File: config.mk
export PLATFORM = sky130hd
export DESIGN_NAME = usb_sof_gen
export DESIGN_NICKNAME = d
export VERILOG_FILES = /design/src/rtl/usb_sof_pkg.sv /design/src/rtl/sof_period_timer.sv /design/src/rtl/sof_frame_counter.sv /design/src/rtl/sof_pend_flag.sv /design/src/rtl/usb_sof_gen.sv
export SDC_FILE = /design/constraint.sdc
export NUM_CORES = 1
export LEC_CHECK = 0
export ABC_AREA = 1
export BUFFER_PORTS_ARGS = -buffer_cell sky130_fd_sc_hd__buf_2
export CAP_MARGIN = 30
export CORE_AREA = 2 2 97 99
export DETAILED_ROUTE_END_ITERATION = 10
export DIE_AREA = 0 0 99 101
export PLACE_DENSITY = 0.54
export SETUP_SLACK_MARGIN = 0.2
export SLEW_MARGIN = 10
export SYNTH_ARGS = -nofsm -noshare
export SYNTH_HDL_FRONTEND = slang
export SYNTH_HIERARCHICAL = 1
export SYNTH_SLANG_ARGS = --single-unit
File: constraint.sdc
create_clock -name clk -period 3.1 [get_ports clk]
set_clock_uncertainty 0.05 [all_clocks]
set_input_delay 0.155 -clock clk [delete_from_list [all_inputs] [get_ports clk]]
set_output_delay 0.155 -clock clk [all_outputs]
set_load 0.1 [all_outputs]
File: src/rtl/usb_sof_pkg.sv
package usb_sof_pkg;
  localparam int          REG_W        = 32;
  localparam int          ADDR_W       = 4;
  localparam int          FRAME_W      = 14;
  localparam logic [15:0] FRAME_TAG    = 16'h3210;
  localparam logic [ADDR_W-1:0] ADDR_FRAME = 4'h0;
  localparam logic [ADDR_W-1:0] ADDR_STAT  = 4'h4;
  localparam int          STAT_SOF_BIT = 3;
  localparam logic [REG_W-1:0] STAT_MASK = REG_W'(1) << STAT_SOF_BIT;
endpackage

File: src/rtl/sof_period_timer.sv
module sof_period_timer #(
  parameter int PERIOD_CYC = 5000
) (
  input  logic clk,
  input  logic rst_n,
  input  logic start_i,
  output logic tick_o
);
  localparam int CNT_W = (PERIOD_CYC > 1) ? $clog2(PERIOD_CYC) : 1;

  logic running_q;

  generate
    if (PERIOD_CYC <= 1) begin : g_every
      assign tick_o = start_i | running_q;
      always_ff @(posedge clk or negedge rst_n) begin
        if (!rst_n)       running_q <= 1'b0;
        else if (start_i) running_q <= 1'b1;
      end
    end else begin : g_count
      localparam logic [CNT_W-1:0] LAST = CNT_W'(PERIOD_CYC - 1);
      logic [CNT_W-1:0] cnt_q;
      logic             expire;

      assign expire = running_q && (cnt_q == LAST);
      assign tick_o = start_i | expire;

      always_ff @(posedge clk or negedge rst_n) begin
        if (!rst_n) begin
          running_q <= 1'b0;
          cnt_q     <= '0;
        end else if (tick_o) begin
          running_q <= 1'b1;
          cnt_q     <= '0;
        end else if (running_q) begin
          cnt_q     <= cnt_q + CNT_W'(1);
        end
      end
    end
  endgenerate
endmodule

File: src/rtl/sof_frame_counter.sv
module sof_frame_counter #(
  parameter int FRAME_W = 14
) (
  input  logic               clk,
  input  logic               rst_n,
  input  logic               tick_i,
  output logic [FRAME_W-1:0] frame_o
);
  always_ff @(posedge clk or negedge rst_n) begin
    if (!rst_n)      frame_o <= '0;
    else if (tick_i) frame_o <= frame_o + FRAME_W'(1);
  end
endmodule

File: src/rtl/sof_pend_flag.sv
module sof_pend_flag (
  input  logic clk,
  input  logic rst_n,
  input  logic set_i,
  input  logic clr_i,
  output logic pend_o
);
  always_ff @(posedge clk or negedge rst_n) begin
    if (!rst_n)     pend_o <= 1'b0;
    else if (set_i) pend_o <= 1'b1;
    else if (clr_i) pend_o <= 1'b0;
  end
endmodule

File: src/rtl/usb_sof_gen.sv
module usb_sof_gen
  import usb_sof_pkg::*;
#(
  parameter int PERIOD_CYC = 5000
) (
  input  logic              clk,
  input  logic              rst_n,
  input  logic              start_i,
  input  logic              reg_wr_i,
  input  logic [ADDR_W-1:0] reg_addr_i,
  input  logic [REG_W-1:0]  reg_wdata_i,
  output logic [REG_W-1:0]  reg_rdata_o,
  input  logic              irq_en_i,
  output logic              irq_o
);
  localparam int PAD_W = 16 - FRAME_W;

  logic               sof_tick;
  logic [FRAME_W-1:0] frame_q;
  logic               sof_pend;
  logic               stat_clr;

  sof_period_timer #(.PERIOD_CYC(PERIOD_CYC)) u_timer (
    .clk     (clk),
    .rst_n   (rst_n),
    .start_i (start_i),
    .tick_o  (sof_tick)
  );

  sof_frame_counter #(.FRAME_W(FRAME_W)) u_frame (
    .clk     (clk),
    .rst_n   (rst_n),
    .tick_i  (sof_tick),
    .frame_o (frame_q)
  );

  // write-one-to-clear on the status word; the frame word has no write path
  assign stat_clr = reg_wr_i && (reg_addr_i == ADDR_STAT)
                    && |(reg_wdata_i & STAT_MASK);

  sof_pend_flag u_pend (
    .clk    (clk),
    .rst_n  (rst_n),
    .set_i  (sof_tick),
    .clr_i  (stat_clr),
    .pend_o (sof_pend)
  );

  always_comb begin
    unique case (reg_addr_i)
      ADDR_FRAME: reg_rdata_o = {FRAME_TAG, {PAD_W{1'b0}}, frame_q};
      ADDR_STAT:  reg_rdata_o = sof_pend ? STAT_MASK : '0;
      default:    reg_rdata_o = '0;
    endcase
  end

  assign irq_o = sof_pend & irq_en_i;
endmodule

==> After elaboration in Yosys (flattened, before gate mapping) <==
Cells that the tools add are included.
{ "totals": {"register_bits": 29, "output_inout_bits": 33, "word_cells": 22, "mem_bits_rw": 0, "inputBits": 41, "latch_bits": 0, "romBits": 0, "n_memories": 0} }
{ "classes": {"n_eq_ne": 2, "addsub": 2, "mul": 0, "n_lt_le_gt_ge": 0, "n_shift": 0, "div": 0, "n_bitwise": 2, "reduce_logical": 6, "mux": 6} }
{ "ops": {"columns": ["op", "count"], "rows": [
  ["case mux 32 bit (2 select lines)", 1],
  ["2-to-1 mux 13 bit", 2],
  ["adder 14 x 1 -> 14 bit, second input constant", 1],
  ["adder 13 x 1 -> 13 bit, second input constant", 1],
  ["equality test 13 bit, second input constant", 1],
  ["equality test 4 x 3 -> 1 bit, second input constant", 1],
  ["logical NOT 4 bit", 1],
  ["2-to-1 mux 4 bit", 1],
  ["nonzero test 2 bit", 2],
  ["logical AND 1 bit", 3],
  ["2-to-1 mux 1 bit", 2],
  ["bitwise AND 1 bit", 1],
  ["OR 1 bit", 1]
]} }

==> Longest topological paths before layout <==
{ "logic_depth": {"word_depth": 5, "mapped_depth": 14, "depth_no_buf": 13} }

==> By module <==
The synthesis kept the hierarchy.
{ "modules_own_cells": {"columns": ["mod", "area_per_inst_um2", "cells_per_inst", "instances"], "rows": [
  ["sof_period_timer", 853.3, 115, 1],
  ["sof_frame_counter", 718.2, 83, 1],
  ["usb_sof_gen", 389.1, 59, 1],
  ["sof_pend_flag", 40.0, 5, 1]
]} }

==> Least setup slack after synthesis <==
OpenSTA, ideal clock, no wires.
{ "synth_path": {"path_type": "reg-to-output", "start": "register u_frame.frame_o[2]", "end": "output port reg_rdata_o[2]", "path_stages_with_launch": 3, "required_time_ps": 2895, "arrival_ps": 1712, "setup_slack_ps": 1183, "n_path_buf": 0, "cell_sequence": "dfrtp_1 inv_1 nor2_1"} }
{ "synth_via": {"elab_chain_cells": 1} }
{ "synth_lines": {"columns": ["element", "line_no", "source"], "rows": [
  ["start, declared", "sof_frame_counter.sv:7", "output logic [FRAME_W-1:0] frame_o"],
  ["start signal, assigned", "sof_frame_counter.sv:11", "else if (tick_i) frame_o <= frame_o + FRAME_W'(1);"],
  ["case mux 32 bit (2 select lines)", "usb_sof_gen.sv:50", "unique case (reg_addr_i)"],
  ["end, declared", "usb_sof_gen.sv:12", "output logic [REG_W-1:0] reg_rdata_o,"]
]} }
Every way passes these cells.

==> Final worst setup path <==
{ "layout_path": {"start": "register u_timer.g_count.cnt_q[0]", "end": "register u_frame.frame_o[9]"} }
{ "layout_via": {"elab_chain_cells": 3} }
{ "layout_lines": {"columns": ["element", "line_no", "source"], "rows": [
  ["start, declared", "sof_period_timer.sv:22", "logic [CNT_W-1:0] cnt_q;"],
  ["start signal, assigned", "sof_period_timer.sv:36", "cnt_q <= cnt_q + CNT_W'(1);"],
  ["equality test 13 bit", "sof_period_timer.sv:25", "assign expire = running_q && (cnt_q == LAST);"],
  ["logical AND 1 bit", "sof_period_timer.sv:25", null],
  ["OR 1 bit", "sof_period_timer.sv:26", "assign tick_o = start_i | expire;"],
  ["net sof_tick", "usb_sof_gen.sv:18", "logic sof_tick;"]
]} }
The timed path passes the listed nets, and every way through them passes these cells.
A chain may end at the register's enable or synchronous reset.

==> results.toml <==
[detailed_routing]
ant_nets = 0
first_pass_iters = 4
drc = 0
wl_met2_um = 1540
dr_wl_met3_um = 197
drtIter0Drc = 54
vias = 1525
top_layer = "met4"
via_per_inst = 3.77
totalWireLength_um = 3440
wl_per_cell_um = 8.50
wl_met1_um = 1660

[critical_path]
crit_fanout = 13
r2r_start = "u_timer/g_count.cnt_q[0]"
r2r_end = "u_frame/frame_o[9]"
critPathRequiredTime_ns = 3.21
reg2reg_slack_ns = 1.12
path_class = "register to register"
critical_path.startpoint = "u_timer/g_count.cnt_q[0]"
start_kind = "register"
cp-end-kind = "register"
crit_arrival_ns = 2.09
r2r_cells = 11

[grt]
grt_antenna_before_repair = 0
grt_usage_pct = 7.60
grt_pass1_wl_um = 6130
grt-ovfl-total = 0
grt_max_degree = 30
grt_pass1_vias = 1430

[floorplanning]
initial_core_util_pct = 22.3
fp-row-count = 35
die_w_um = 99
io_pins = 74
die_y_um = 101
dieArea_um2 = 10000
fp.coreArea_um2 = 8980

[placed_design]
place_congestion = 0.796
dp_hpwl_um = 2650
portBuffers = 28

[clock_network]
h-tree-depth = 2
numCtsBuffers = 5
cts_tree = "yes"
clock_path_buffers = 2
ctsResizeCount = 0
clockRootBuffer = "clkbuf_8"
clk_pin_slew_ns = 0.07
clkSinkCount = 29
clk-insertion-delay-late_ns = 0.28

[yosys]
synth_cell_types = 24
synth.avg_cell_area_um2 = 7.64
synth-compound-area-share_pct = 1.31
synth_top_family_by_area = "simple AND/OR/NAND/NOR gates"
synthSimpleGateAreaFrac_pct = 38.6
synthCells = 262
ys_ff_latch = 29
ys_seq_area_share_pct = 36.3
synth_fa_ha_area_share_pct = 1.25
synth-xor-area-share_pct = 5.25
muxShareOfSynthArea_pct = 0
synth.cell_area_um2 = 2000
ys_warn_count = 6

[sta]
min_period_ns = 1.98
grt_setup_unrepaired = "no"
tightest_slew_ns = 0.650
fmax_mhz = 505
setup_violations = 0
fin_crit_sh_pct = 63.8
hold_viol = 0
setup_tns_ns = 0
final_max_slew_viol_count = 0
relSlewSlack_pct = 56.7

[power_and_ir_drop]
power.density_nw_per_um2 = 524
peakVddDrop_uv = 224
power_w = 0.00121
leakagePower_nw = 1.21

[layout]
final_cell_mix = "nand2_1, inv_1, nor2_1"
layout_commonest_cell = "nand2_1"
num_antenna_cells = 0
layout-drive-gt1-share_pct = 22.2
fin_nets = 335
area_delta_synth_final_pct = 14.9

[hold_path]
holdPathEnd = "u_timer/running_q"
hold-path-cell-count = 3
worstHoldStart = "start_i"
hold_path_class = "primary input to register"

[job]
maxCapViolations = 0

[outcome]
outcome = "finished, final reports clean"
-- worst max-delay path, cell delays in order (launching register included) --
cell and delay [ns]:
dfrtp_1 0.41, ha_1 0.21, nand2_2 0.11, inv_1 0.07, nand2_1 0.05, nor2_2 0.12, nand2_4 0.11, nand2_4 0.17
nand3_2 0.11, nor2_4 0.20, nand2_1 0.09, xor2_1 0.15
-- logic make-up after synthesis --
family / Yosys count
AOI/OAI and AO/OA: 4
adders and majority gates: 2
xor gates and xnor gates: 12
and+or+nand+nor: 145
DFF: 29
other: 1
buffers and inverters: 69
-- per-layer routing --
layer	vias to the layer above	GRT usage (%)
li1	820	-
met1	664	9.25
met2	36	12.3
met3	5	2.57
met4	0	3.16
met5	-	0
-- through the flow --
stage,setup WS [ns],hold slack [ns],std cells,instance area (um2),util [%]
after floorplan,1.18,-0.191,275,2050,-
after global placement,1.16,0.182,395,2170,24.2
after detailed placement,1.13,0.180,395,2170,24.2
after CTS,1.12,0.0450,404,2300,25.6
after global routing,0.937,0.0721,404,2300,25.6
final,1.12,0.0505,404,2300,25.6
-- layout make-up --
cell class | instances | area [um2]
Fill cell | 967 | 6680
Timing Repair Buffer | 29 | 150
Multi-Input combinational cell | 177 | 981
Clock buffer | 7 | 86.3
Tap cell | 111 | 139
Clock inverter | 1 | 30.0
Inverter | 50 | 188
Sequential cell | 29 | 726
-- Yosys cell counts, drive strengths merged --
cell type	number	share of area (%)
nor3	2	0.50
buf	19	7.8
xnor2	3	1.3
inv	49	9.2
o21bai	1	0.56
dfrtp	29	36
nand3b	1	0.38
clkinv	1	0.19
a21oi	2	0.50
ha	2	1.3
o21ai	1	0.25
xor2	9	3.9
nand3	25	7.3
nand4	8	2.5
conb	1	0.19
nor2	51	15
nand2	58	13
-- state kept, by name (all words and copies together), names as in the netlist --
| name | count |
|---|---|
| u_frame/frame_o | 14 |
| u_timer/g_count.cnt_q | 13 |
| u_pend/pend_o | 1 |
| u_timer/running_q | 1 |
-- where the power goes --
group / leakage, nW / internal [W] / switching, W
Combinational: 0.794 / 0.0000717 / 0.000230
Sequential: 0.359 / 0.000429 / 0.0000701
Clock: 0.0585 / 0.000262 / 0.000142
Total: 1.21 / 0.000763 / 0.000442
-- how the worst max path moves through the flow --
stage / cells after the start / slack (ns) / end
floorplan: 2 / 1.18 / reg_rdata_o[2]
global placement: 11 / 1.16 / u_frame/frame_o[9]
detailed placement: 11 / 1.13 / u_frame/frame_o[9]
CTS: 11 / 1.12 / u_frame/frame_o[9]
global route: 12 / 0.94 / u_frame/frame_o[10]
finish: 11 / 1.12 / u_frame/frame_o[9]
-- repair_timing --
action,in CTS,in global routing
hold buffers,1,0
hold endpoints to repair,29,0
setup buffers,0,0
No activity file was read; power rests on OpenSTA's default activity.
